<file path="config.mk">
export PLATFORM = sky130hd
export DESIGN_NAME = pagewin_xlate
export DESIGN_NICKNAME = d
export VERILOG_FILES = /design/src/rtl/pagewin_pkg.sv /design/src/rtl/pagewin_regbank.sv /design/src/rtl/pagewin_fold.sv /design/src/rtl/pagewin_wrgate.sv /design/src/rtl/pagewin_xlate.sv
export SDC_FILE = /design/constraint.sdc
export NUM_CORES = 1
export LEC_CHECK = 0
export ABC_AREA = 1
export BUFFER_PORTS_ARGS = -buffer_cell sky130_fd_sc_hd__buf_2
export CAP_MARGIN = 10
export CORE_ASPECT_RATIO = 0.6
export CORE_UTILIZATION = 44
export DETAILED_ROUTE_END_ITERATION = 10
export HOLD_SLACK_MARGIN = 0.15
export SYNTH_ARGS = -nofsm -noshare
export SYNTH_HDL_FRONTEND = slang
export SYNTH_SLANG_ARGS = --single-unit
</file>
<file path="constraint.sdc">
create_clock -name clk -period 1.8 [get_ports clk]
set_input_delay 0.09 -clock clk [delete_from_list [all_inputs] [get_ports clk]]
set_output_delay 0.09 -clock clk [all_outputs]
set_load 0.02 [all_outputs]
</file>
<file path="src/rtl/pagewin_pkg.sv">
package pagewin_pkg;
  typedef enum logic [1:0] {
    MSZ_4M  = 2'd0,
    MSZ_8M  = 2'd1,
    MSZ_16M = 2'd2,
    MSZ_32M = 2'd3
  } mem_size_e;
endpackage

</file>
<file path="src/rtl/pagewin_regbank.sv">
module pagewin_regbank #(
  parameter int ADDR_W   = 16,
  parameter int WIN_BITS = 4,
  parameter int MAP_W    = 16,
  parameter logic [ADDR_W-1:0] MAP_BASE = 16'hFF00
) (
  input  logic                clk,
  input  logic                rst,
  input  logic                wr_en,
  input  logic [ADDR_W-1:0]   wr_addr,
  input  logic [7:0]          wr_data,
  input  logic [WIN_BITS-1:0] rd_win,
  output logic [MAP_W-1:0]    rd_map
);
  localparam int LANES       = MAP_W / 8;
  localparam int LANE_BITS   = $clog2(LANES);
  localparam int REGION_BITS = WIN_BITS + LANE_BITS;
  localparam int NSLOT       = 2 ** WIN_BITS;
  localparam int NWIN        = NSLOT - 1;

  logic                 hit;
  logic [WIN_BITS-1:0]  idx;
  logic [LANE_BITS-1:0] lane;
  logic [MAP_W-1:0]     map_q [NSLOT];

  assign hit  = wr_en && (wr_addr[ADDR_W-1:REGION_BITS] == MAP_BASE[ADDR_W-1:REGION_BITS]);
  assign idx  = wr_addr[LANE_BITS +: WIN_BITS];
  assign lane = wr_addr[LANE_BITS-1:0];

  generate
    for (genvar w = 0; w < NWIN; w++) begin : g_win
      localparam logic [MAP_W-1:0] IDENT = MAP_W'(w);
      logic [MAP_W-1:0] q;
      always_ff @(posedge clk) begin
        if (rst) begin
          q <= IDENT;
        end else if (hit && idx == WIN_BITS'(w)) begin
          for (int l = 0; l < LANES; l++) begin
            if (lane == LANE_BITS'(l)) q[8*l +: 8] <= wr_data;
          end
        end
      end
      assign map_q[w] = q;
    end
    // top slot has no register: it covers the non-DRAM region
    assign map_q[NWIN] = '0;
  endgenerate

  assign rd_map = map_q[rd_win];
endmodule

</file>
<file path="src/rtl/pagewin_fold.sv">
module pagewin_fold
  import pagewin_pkg::*;
#(
  parameter int MAP_W      = 16,
  parameter int GROUP_BITS = 10,
  parameter int BLK_W      = GROUP_BITS + 3
) (
  input  logic [MAP_W-1:0] raw,
  input  mem_size_e        size,
  output logic [BLK_W-1:0] blk
);
  int keep;

  always_comb begin
    case (size)
      MSZ_4M:  keep = GROUP_BITS;
      MSZ_8M:  keep = GROUP_BITS + 1;
      MSZ_16M: keep = GROUP_BITS + 2;
      default: keep = GROUP_BITS + 3;
    endcase
    for (int i = 0; i < BLK_W; i++) begin
      if (i >= keep) blk[i] = 1'b0;
      else if (size == MSZ_32M && i == GROUP_BITS) blk[i] = 1'b0;
      else blk[i] = raw[i];
    end
  end
endmodule

</file>
<file path="src/rtl/pagewin_wrgate.sv">
module pagewin_wrgate #(
  parameter int ADDR_W = 16,
  parameter logic [ADDR_W-1:0] OFF_ADDR = 16'hFFC0,
  parameter logic [ADDR_W-1:0] ON_ADDR  = 16'hFFC1
) (
  input  logic              clk,
  input  logic              rst,
  input  logic              wr_en,
  input  logic [ADDR_W-1:0] wr_addr,
  output logic              gate_open
);
  always_ff @(posedge clk) begin
    if (rst) gate_open <= 1'b1;
    else if (wr_en && wr_addr == OFF_ADDR) gate_open <= 1'b0;
    else if (wr_en && wr_addr == ON_ADDR) gate_open <= 1'b1;
  end
endmodule

</file>
<file path="src/rtl/pagewin_xlate.sv">
module pagewin_xlate
  import pagewin_pkg::*;
#(
  parameter int ADDR_W     = 16,
  parameter int OFS_W      = 12,
  parameter int MAP_W      = 16,
  parameter int GROUP_BITS = 10,
  parameter logic [ADDR_W-1:0] MAP_BASE    = 16'hFF00,
  parameter logic [ADDR_W-1:0] WR_OFF_ADDR = 16'hFFC0,
  parameter logic [ADDR_W-1:0] WR_ON_ADDR  = 16'hFFC1,
  localparam int WIN_BITS = ADDR_W - OFS_W,
  localparam int BLK_W    = GROUP_BITS + 3
) (
  input  logic              clk,
  input  logic              rst,
  input  logic              cpu_rd,
  input  logic              cpu_wr,
  input  logic [ADDR_W-1:0] cpu_addr,
  input  logic [7:0]        cpu_wdata,
  input  logic [1:0]        mem_size,
  output logic              dram_sel,
  output logic              dram_we,
  output logic              not_dram,
  output logic [BLK_W-1:0]  dram_block,
  output logic [OFS_W-1:0]  dram_ofs
);
  logic [WIN_BITS-1:0] win;
  logic                in_win;
  logic                access;
  logic                gate_open;
  logic [MAP_W-1:0]    raw_map;
  logic [BLK_W-1:0]    folded;

  assign win    = cpu_addr[ADDR_W-1:OFS_W];
  assign in_win = (win != '1);
  assign access = cpu_rd | cpu_wr;

  pagewin_regbank #(
    .ADDR_W(ADDR_W), .WIN_BITS(WIN_BITS), .MAP_W(MAP_W), .MAP_BASE(MAP_BASE)
  ) u_bank (
    .clk(clk), .rst(rst), .wr_en(cpu_wr), .wr_addr(cpu_addr),
    .wr_data(cpu_wdata), .rd_win(win), .rd_map(raw_map)
  );

  pagewin_fold #(
    .MAP_W(MAP_W), .GROUP_BITS(GROUP_BITS), .BLK_W(BLK_W)
  ) u_fold (
    .raw(raw_map), .size(mem_size_e'(mem_size)), .blk(folded)
  );

  pagewin_wrgate #(
    .ADDR_W(ADDR_W), .OFF_ADDR(WR_OFF_ADDR), .ON_ADDR(WR_ON_ADDR)
  ) u_gate (
    .clk(clk), .rst(rst), .wr_en(cpu_wr), .wr_addr(cpu_addr), .gate_open(gate_open)
  );

  always_ff @(posedge clk) begin
    if (rst) begin
      dram_sel   <= 1'b0;
      dram_we    <= 1'b0;
      not_dram   <= 1'b0;
      dram_block <= '0;
      dram_ofs   <= '0;
    end else begin
      dram_sel   <= access && in_win;
      dram_we    <= cpu_wr && in_win && gate_open;
      not_dram   <= access && !in_win;
      dram_block <= folded;
      dram_ofs   <= cpu_addr[OFS_W-1:0];
    end
  end
endmodule

</file>
==> run_results.csv, run 1 <==
group,metric,value,unit
placed_design,place_ws,251.9,ps
synthesis,synth_mux_area_frac,0,
clock_tree,post_cts_buffers,0,
placed_design,place_congestion,0.8831,
worst_setup_path,cp-start-kind,"primary input",
cells_and_area,drive_above_1_share,0.1245,
worst_setup_path,end_kind,"flop",
floorplanning,die_w,214.6,um
timing,drv_slew,0,
worst_setup_path,max_stage_delay,530,ps
synthesis,synth_seq_cells,224,
clock_tree,clock-sinks,224,
worst_setup_path,required,2270,ps
timing,final.setup.tns,0,ps
route,drt_pass1_iterations,5,
synthesis,yosysTopAreaCell,"dfxtp_1",
cells_and_area,fillCellCount,2656,
timing,rsz0062_at_grt,"false",
clock_tree,clk_latency,530,ps
worst_setup_path,rrSetupSlack,590,ps
synthesis,syn-cell-area,11930,um2
global_routing,antenna_found_initial,0,
synthesis,synthXorXnorAreaFrac,0,
worst_setup_path,slowest_stage,"dlygate4sd3_1",
timing,setup_ws,187.3,ps
synthesis,ys_warn_count,0,
timing,final-setup-viol-count,0,
worst_setup_path,path_depth,7,
cells_and_area,finalNetCount,1937,
timing,fin_skew,10.02,ps
worst_setup_path,reg2reg_depth,8,
hold_path,min_delay_path_depth,6,
synthesis,synth.area.top_cells,"dfxtp_1 38%, nand2_1 20%, nor2_1 11%, inv_1 6.8%, nand3_1 6.7%",
worst_setup_path,critPathMaxFanout,43,
cells_and_area,area_growth,16.61,%
timing,max_slew_margin,0.6438,
floorplanning,start_util,0.4495,
synthesis,synthSimpleGateAreaFrac,0.5005,
cells_and_area,multiInputGateArea,6062,um2
hold_path,hold_path_class,"primary input to flop",
worst_setup_path,path_buf_inv,5,
synthesis,ys_types,25,
clock_tree,ctsRootBufferMaster,"clkbuf_16",
worst_setup_path,critPathKind,"primary input to flop",
floorplanning,die-area,27790,um2
cells_and_area,antenna_cells,0,
synthesis,synth_fp_nets,1865,
power_and_ir_drop,irDropWorstVdd,491.7,uV
global_routing,grt_overflow,0,
floorplanning,core,26530,um2
cells_and_area,layout_common_cells,"634 x nand2_1, 356 x nor2_1, 224 x dfxtp_1",
synthesis,synth_top_area_share,0.3760,
global_routing,grt.total_usage,0.2696,
synthesis,synthCells,1835,
global_routing,grt_max_degree,67,
route,drt_iter0_drc,1049,
power_and_ir_drop,power.density,796.6,nW/um2
worst_setup_path,crit_family,"buffers and inverters",
synthesis,synth_top_family_by_area,"simple AND/OR/NAND/NOR gates",
timing,fin_crit,1613,ps
timing,finalCritPeriodShare,0.8959,
global_routing,grt_pass1_vias,10180,
clock_tree,cts_max_path_buffers,3,
worst_setup_path,cp.arrival,2090,ps
route,vias,11269,
cells_and_area,regArea,4484,um2
global_routing,grt_first_pass_wirelength,58190,um
clock_tree,cts_tree,"done",
floorplanning,num_rows,46,
synthesis,synth_compound_area_frac,0.007133,
route,wl_per_cell,16.30,um
timing,fmax,620.1,MHz
route,drc,0,
run,drv_cap,0,
worst_setup_path,crit_top_cell,"dlygate4sd3_1",
route,routed_wl,37170,um
clock_tree,h-tree-depth,1,
clock_tree,clk_pin_slew_worst_paths,60,ps
synthesis,syn_area_per_cell,6.500,um2
timing,hold_violations,0,
floorplanning,ioPinCount,58,
floorplanning,die_y,129.5,um
clock_tree,numCtsBuffers,23,
status,outcome,"finished, final reports clean",
power_and_ir_drop,p_leak,7.585,nW
synthesis,synthAdderAreaFrac,0,
placed_design,io_buffer_count,57,
worst_setup_path,cp_cell_sequence,"dlygate4sd3_1 -> buf_2 -> inv_6 -> buf_4 -> o21ai_0 -> nor2_1 -> dlygate4sd3_1",
synthesis,synth.yosys.seq_area_share,0.3760,
placed_design,dp_hpwl,24540,um
cells_and_area,final_common_cell,"nand2_1",
timing,worst_pin_slew,533.7,ps
route,vias_per_cell,4.943,
route,drtAntennaViolNets,0,
## state kept, by name, summed over array words and instances (netlist names)
name              cells
not_dram              1
u_gate.gate_open      1
u_bank.g_win.q      195
dram_we               1
dram_sel              1
dram_block           13
dram_ofs             12
## worst min-delay path, delay by kind of cell
kind	cells	cell delay, ps
buffers and inverters	1	180
AND/OR/NAND/NOR	4	300
AO/OA/AOI/OAI	1	110
## per-stage QoR
stage	cell area [um2]	util	cells	hold slack, ps	total power [mW]
final	13910	0.5242	2280	186.4	11.08
after global routing	13910	0.5242	2280	193.0	11.43
after CTS	13910	0.5242	2280	165.8	11.15
after detailed placement	12770	0.4812	2202	315.7	6.172
after global placement	12770	0.4812	2202	310.1	6.176
after floorplan	11930	-	1835	159.1	5.727
## kinds of logic after synthesis
group | Yosys count
compound gates | 17
flops | 224
buf+inv | 325
simple gates | 1269
## timing repair
action                                 4_1_cts  5_1_grt
gates resized for setup                      0        0
hold buffers                                40        0
endpoints found under the hold margin      179        0
## where the power goes
group	internal (mW)	total (mW)	leakage, nW	switching (mW)
Clock	2.83	4.93	0.363	2.09
Combinational	0.340	1.15	5.41	0.807
Sequential	4.99	5.01	1.81	0.0144
## final timing paths
check	start	endpoint
setup / recovery	rst	not_dram$_SDFF_PP0_
hold / removal	cpu_addr[12]	u_gate.gate_open$_SDFFE_PP1P_
setup reg to reg	u_bank.g_win[10].q[11]$_SDFFE_PP0P_	dram_block[11]$_SDFF_PP0_
hold reg to reg	u_bank.g_win[11].q[1]$_SDFFE_PP1P_	u_bank.g_win[11].q[1]$_SDFFE_PP1P_
## layer usage
layer	global-route usage	vias to the layer above	share of wire
li1	-	5718	-
met4	0.06008	0	0.019
met5	0	-	0
met3	0.06197	50	0.096
met1	0.4155	5093	0.50
met2	0.3720	408	0.38
## final cells by class
class                   instances  area share
clock buffers                  34     0.04795
multi-input cells            1286      0.4359
inverters                     225     0.06162
well taps                     360     0.03239
repair buffers                147     0.09446
flip-flops and latches        224      0.3224
clock inverters                 4    0.005308
## cell usage after synthesis
cell type	number
o21ai_0	4
nor2_2	9
nand4_1	29
clkbuf_1	62
inv_2	5
dfxtp_1	224
inv_4	2
buf_4	7
nand3_1	160
nand3_2	21
inv_1	217
nor2_1	357
buf_12	4
nor2_4	9
nand4_4	30
buf_1	5
a21oi_1	13
buf_6	7
nand2_1	634
clkinv_2	1
nand3_4	10
nand2_4	2
buf_2	15
nand2_2	7
nor2_8	1
No activity file was read; power rests on OpenSTA's default activity.
==> inputs of run 2 (changes only) <==
ABC_AREA = not set   (was 1)
CTS_BUF_LIST = sky130_fd_sc_hd__clkbuf_2 sky130_fd_sc_hd__clkbuf_4 sky130_fd_sc_hd__clkbuf_8   (was not set)
==> run_results.csv, run 2 <==
group,metric,value,unit
floorplanning,ioPinCount,58,
route,wl_per_cell,20.66,um
cells_and_area,finalNetCount,1045,
global_routing,grt_first_pass_wirelength,42370,um
floorplanning,num_rows,41,
route,routed_wl,27260,um
timing,worst_pin_slew,578.0,ps
synthesis,synth.yosys.seq_area_share,0.4616,
global_routing,grt.total_usage,0.2469,
synthesis,synth_commonest_cells,"224 x dfxtp_1, 219 x mux2i_1, 182 x nand2_1",
worst_setup_path,end_kind,"flop",
timing,rsz0062_at_grt,"false",
hold_path,hold_path_class,"primary input to flop",
route,drt_iter0_drc,467,
clock_tree,ctsRootBufferMaster,"clkbuf_8",
cells_and_area,largest_reg_flops,195,
timing,fin_skew,32.45,ps
worst_setup_path,cp-start-kind,"primary input",
timing,finalCritPeriodShare,0.9261,
clock_tree,clock-sinks,224,
synthesis,ys_warn_count,0,
placed_design,io_buffer_count,57,
clock_tree,clk_pin_slew_worst_paths,60,ps
power_and_ir_drop,power.density,888.1,nW/um2
cells_and_area,drive_above_1_share,0.2404,
timing,final-setup-viol-count,0,
clock_tree,clk_latency,540,ps
worst_setup_path,max_stage_delay,540,ps
timing,fmax,599.9,MHz
power_and_ir_drop,finalPower,10.40,mW
synthesis,synth_most_common_cell,"dfxtp_1",
clock_tree,numCtsBuffers,37,
global_routing,grt_max_degree,43,
timing,fin_crit,1667,ps
timing,drv_slew,0,
cells_and_area,layout_common_cells,"224 x dfxtp_1, 219 x mux2i_1, 182 x nand2_1",
synthesis,syn_area_per_cell,10.81,um2
cells_and_area,antenna_cells,0,
placed_design,dp_hpwl,18190,um
global_routing,grt_overflow,0,
cells_and_area,final_common_cell,"dfxtp_1",
floorplanning,die_y,117.1,um
floorplanning,core,21340,um2
floorplanning,start_util,0.4553,
timing,hold_violations,0,
floorplanning,die_w,193.8,um
route,drc,0,
global_routing,antenna_found_initial,0,
worst_setup_path,path_buf_inv,3,
route,drt_pass1_iterations,5,
run,drv_cap,0,
global_routing,grt_pass1_vias,7182,
worst_setup_path,cp.arrival,2060,ps
synthesis,yosysTopAreaCell,"dfxtp_1",
clock_tree,cts_tree,"done",
clock_tree,h-tree-depth,2,
worst_setup_path,cp_cell_sequence,"dlygate4sd3_1 -> buf_2 -> nand4b_1 -> nor2_2 -> buf_12 -> nand4_2 -> mux2i_1",
worst_setup_path,slowest_stage,"dlygate4sd3_1",
cells_and_area,fillCellCount,1871,
synthesis,async_flop_share,0,
clock_tree,cts_max_path_buffers,3,
clock_tree,cts_resized,0,
timing,final.setup.tns,0,ps
synthesis,synth_top_area_share,0.4616,
timing,setup_ws,133.0,ps
worst_setup_path,critPathKind,"primary input to flop",
route,drtAntennaViolNets,0,
synthesis,synth_fp_nets,929,
power_and_ir_drop,p_leak,5.768,nW
status,outcome,"finished, final reports clean",
worst_setup_path,critPathMaxFanout,23,
cells_and_area,area_growth,20.50,%
synthesis,synth_edf_count,0,
synthesis,synth_flop_cell,"dfxtp_1",
synthesis,synth.area.top_cells,"dfxtp_1 46%, mux2i_1 23%, mux4_2 8.8%, nand2_1 7.0%, nand4_2 2.7%",
cells_and_area,largestRegisters,"u_bank.g_win.q (195), dram_block (13), dram_ofs (12)",
worst_setup_path,crit_family,"buffers and inverters",
timing,max_slew_margin,0.6137,
route,vias,7224,
placed_design,place_ws,69.44,ps
synthesis,synth_seq_cells,224,
route,vias_per_cell,5.477,
power_and_ir_drop,irDropWorstVdd,496.5,uV
clock_tree,ctsHoldBuffers,36,
cells_and_area,top_register,"u_bank.g_win.q",
synthesis,synthCells,899,
worst_setup_path,required,2190,ps
placed_design,place_congestion,0.8132,
clock_tree,post_cts_buffers,0,
synthesis,ys_types,46,
floorplanning,die-area,22700,um2
synthesis,syn-cell-area,9716,um2
## run 2: cell types whose count changed in the layout (fill, tap and decap cells not counted), moves of 42 or more
cell | previous run | this run
clkbuf_8 | 5 | 47
inv_1 | 215 | 1
mux2i_1 | 0 | 219
nand2_1 | 634 | 182
nand3_1 | 160 | 1
nor2_1 | 356 | 41
## run 2: kinds of logic (layout without fill, tap and decap cells)
logic type | count (synthesis) | after routing | synth area share
xor+xnor | 1 | 1 | 0.0009016
simple gates | 301 | 301 | 0.1594
buf+inv | 75 | 216 | 0.03219
mux | 258 | 258 | 0.3164
compound gates | 40 | 40 | 0.02949
flops | 224 | 224 | 0.4616
## run 2: path summary, 6_finish.rpt
path,start,endpoint,slack [ps],cells past startpoint
max,cpu_addr[5],u_bank.g_win[5].q[4]$_SDFFE_PP0P_,130,7
min,cpu_addr[12],u_gate.gate_open$_SDFFE_PP1P_,230,4
max reg2reg,u_bank.g_win[11].q[4]$_SDFFE_PP0P_,dram_block[4]$_SDFF_PP0_,400,3
min reg2reg,u_gate.gate_open$_SDFFE_PP1P_,dram_we$_SDFF_PP0_,440,2
## run 2: area by class of cell
type                    count  area [um2]  area share
clock buffers              60       744.5     0.06359
flip-flops and latches    224        4484      0.3830
inverters                   2       10.01   0.0008550
clock inverters             4       25.02    0.002137
repair buffers            150        1176      0.1005
well taps                 279       349.1     0.02982
multi-input cells         600        4918      0.4201
## run 2: report_power, final
part / switching, mW / leakage [nW] / total, mW / internal [mW]
combinational: 0.446 / 3.55 / 0.713 / 0.267
clock: 2.08 / 0.406 / 4.69 / 2.61
sequential: 0.00839 / 1.81 / 4.99 / 4.98
## run 2: worst min-delay path: stages
cell and delay [ps]:
buf_4 130, nand4_1 220, nor4_1 110, o211ai_1 150
## run 2: stage by stage
step / instance area [um2] / util / std cells / hold WS, ps
final: 11710 / 0.5486 / 1319 / 230.0
after global routing: 11710 / 0.5486 / 1319 / 244.5
after CTS: 11710 / 0.5486 / 1319 / 198.8
after detailed placement: 10580 / 0.4957 / 1219 / 323.8
after global placement: 10580 / 0.4957 / 1219 / 315.2
after floorplan: 9716 / - / 899 / 206.2
## run 2: layer usage
| metal | track usage | vias up | wire [um] |
|---|---|---|---|
| met5 | 0 | - | 0 |
| met4 | 0.05344 | 0 | 349 |
| met3 | 0.05960 | 36 | 1911 |
| met2 | 0.3420 | 229 | 10440 |
| met1 | 0.3816 | 3548 | 14550 |
| li1 | - | 3411 | - |
==> inputs of run 3 (changes only) <==
SYNTH_HIERARCHICAL = 1   (was not set)
==> run_results.csv, run 3 <==
group,metric,value,unit
floorplanning,num_rows,43,
clock_tree,cts_tree,"done",
power_and_ir_drop,irDropWorstVdd,490.2,uV
worst_setup_path,crit_top_cell,"dlygate4sd3_1",
floorplanning,start_util,0.4475,
worst_setup_path,max_stage_delay,620,ps
cells_and_area,largest_reg_flops,195,
placed_design,placedCellCount,1275,
route,wl_per_cell,18.74,um
placed_design,place_congestion,0.7750,
synthesis,syn-cell-area,10330,um2
global_routing,grt-busiest-layer,"met2",
worst_setup_path,required,2210,ps
route,drtAntennaViolNets,0,
timing,worst_pin_slew,627.7,ps
floorplanning,die_w,199.8,um
cells_and_area,final_common_cell,"dfxtp_1",
timing,fin_skew,24.72,ps
clock_tree,ctsRootBufferMaster,"clkbuf_8",
cells_and_area,fillCellCount,1992,
route,routed_wl,25620,um
clock_tree,h-tree-depth,2,
timing,rsz0062_at_grt,"false",
cells_and_area,layout_common_cells,"224 x dfxtp_1, 209 x mux2i_1, 177 x nand2b_1",
power_and_ir_drop,switchingPower,2.445,mW
clock_tree,cts_resized,0,
global_routing,use_met2,0.3288,
floorplanning,ioPinCount,58,
route,vias_per_cell,5.116,
timing,hold_violations,0,
synthesis,synthCells,940,
global_routing,grt_first_pass_wirelength,40390,um
power_and_ir_drop,pwr-share-clk,0.438,
worst_setup_path,cp_cell_sequence,"dlygate4sd3_1 -> buf_2 -> o21bai_1 -> dlygate4sd3_1 -> nor2_1 -> dlygate4sd3_1",
route,drt_pass1_iterations,4,
clock_tree,post_cts_buffers,0,
worst_setup_path,cp-start-kind,"primary input",
global_routing,grt_util_met3,0.04296,
global_routing,grt_max_degree,118,
hold_path,hold_path_class,"primary input to flop",
synthesis,ys_warn_count,6,
cells_and_area,finalNetCount,1059,
hold_path,min_delay_path_depth,4,
run,drv_cap,0,
timing,final.setup.tns,0,ps
timing,final-setup-viol-count,0,
worst_setup_path,rrSetupSlack,260,ps
floorplanning,die_y,120.7,um
timing,finalCritPeriodShare,0.9699,
worst_setup_path,rr_startpoint,"u_bank/g_win[11].q[11]$_SDFFE_PP0P_",
floorplanning,core,23080,um2
power_and_ir_drop,switching_share,0.2369,
timing,drv_slew,0,
route,drc,0,
worst_setup_path,critPathKind,"primary input to flop",
worst_setup_path,critPathMaxFanout,4,
worst_setup_path,end_kind,"flop",
floorplanning,die-area,24110,um2
worst_setup_path,endpoint,"dram_sel$_SDFF_PP0_",
worst_setup_path,startpoint,"cpu_wr",
cells_and_area,antenna_cells,0,
status,outcome,"finished, final reports clean",
cells_and_area,drive_above_1_share,0.2405,
global_routing,antenna_found_initial,0,
clock_tree,clk_pin_slew_worst_paths,60,ps
clock_tree,cts_max_path_buffers,3,
synthesis,syn_area_per_cell,10.99,um2
power_and_ir_drop,pwr-share-seq,0.484,
global_routing,grt.total_usage,0.2196,
cells_and_area,finalNonFillerCells,1367,
route,vias,6994,
cells_and_area,top_register,"u_bank/g_win.q",
clock_tree,clk_latency,530,ps
timing,fin_crit,1746,ps
cells_and_area,largestRegisters,"u_bank/g_win.q (195), dram_block (13), dram_ofs (12)",
synthesis,synth_fp_nets,970,
timing,fmax,572.8,MHz
global_routing,grt_pass1_vias,7072,
power_and_ir_drop,power.density,841.3,nW/um2
timing,max_slew_margin,0.5800,
power_and_ir_drop,power_frac_comb,0.078,
clock_tree,numCtsBuffers,34,
placed_design,dp_hpwl,16150,um
placed_design,io_buffer_count,57,
route,drt_iter0_drc,389,
clock_tree,clock-sinks,224,
worst_setup_path,reg2reg_depth,5,
power_and_ir_drop,p_int,7.878,mW
worst_setup_path,r2r_end,"dram_block[11]$_SDFF_PP0_",
cells_and_area,area_growth,18.80,%
power_and_ir_drop,p_leak,5.847,nW
worst_setup_path,cp.arrival,2160,ps
global_routing,gr-usage-met1,0.3251,
global_routing,grt_overflow,0,
worst_setup_path,slowest_stage,"dlygate4sd3_1",
==> run 3: cell types whose count changed in the layout (fill, tap and decap cells not counted), sizes merged, moves of 8 or more <==
| cell | change |
|---|---|
| a211oi | +13 |
| a22oi | -9 |
| mux2i | -10 |
| nand2 | -166 |
| nand2b | +177 |
| nand4 | -9 |
| nor2 | +23 |
| nor2b | +8 |
| nor3 | +14 |
| o21ai | -11 |
| o22ai | +12 |
| o2bb2ai | -9 |
==> run 3: layer usage <==
metal  wire length, um  up-vias
li1                  -     3410
met1             13460     3428
met2             10940      124
met3               942       32
met4               282        0
met5                 0        -
==> run 3: layout make-up <==
class / instances / area [um2] / share of cell area
Clock buffer: 57 / 728.2 / 0.05935
Clock inverter: 2 / 10.01 / 0.0008157
Multi-Input combinational cell: 620 / 5418 / 0.4415
Sequential cell: 224 / 4484 / 0.3655
Tap cell: 315 / 394.1 / 0.03212
Timing Repair Buffer: 149 / 1236 / 0.1007
==> run 3: repair_timing <==
item                       in CTS  in global routing
hold buffers                   33                  0
hold endpoints to repair      204                  0
setup endpoints to repair       0                  0
==> run 3: metrics by stage <==
step                      utilization  hold WS [ps]  power, mW  instance area [um2]  setup slack, ps
final                          0.5316         193.2      10.32                12270            54.23
after global routing           0.5316         192.2      10.76                12270            32.81
after CTS                      0.5316         167.5      10.47                12270            146.5
after detailed placement       0.4853         334.9      5.856                11200           -113.0
after global placement         0.4853         331.5      5.857                11200           -93.18
after floorplan                     -         161.6      5.602                10330            46.92
==> run 3: critical path: cells and delay by family <==
family	cells	cell delay, ps
AOI/OAI and AO/OA	1	160
buffers and inverters	4	1850
and+or+nand+nor	1	50
==> run 3: power groups by stage <==
stage	clock network, mW	registers, mW	logic (mW)
2_1_floorplan	0	5.16	0.444
3_3_place_gp	0	5.11	0.744
3_5_place_dp	0	5.11	0.746
4_1_cts	4.67	5.00	0.808
5_1_grt	4.89	5.00	0.863
6_report	4.52	5.00	0.806
==> run 3: worst min-delay path by stage <==
stage,from,to
final,rst,u_bank/g_win[10].q[1]$_SDFFE_PP1P_
after global routing,rst,u_bank/g_win[6].q[1]$_SDFFE_PP1P_
after CTS,rst,u_bank/g_win[10].q[1]$_SDFFE_PP1P_
after detailed placement,cpu_addr[11],dram_ofs[11]$_SDFF_PP0_
after global placement,cpu_addr[11],dram_ofs[11]$_SDFF_PP0_
after floorplan,rst,dram_block[12]$_SDFF_PP0_
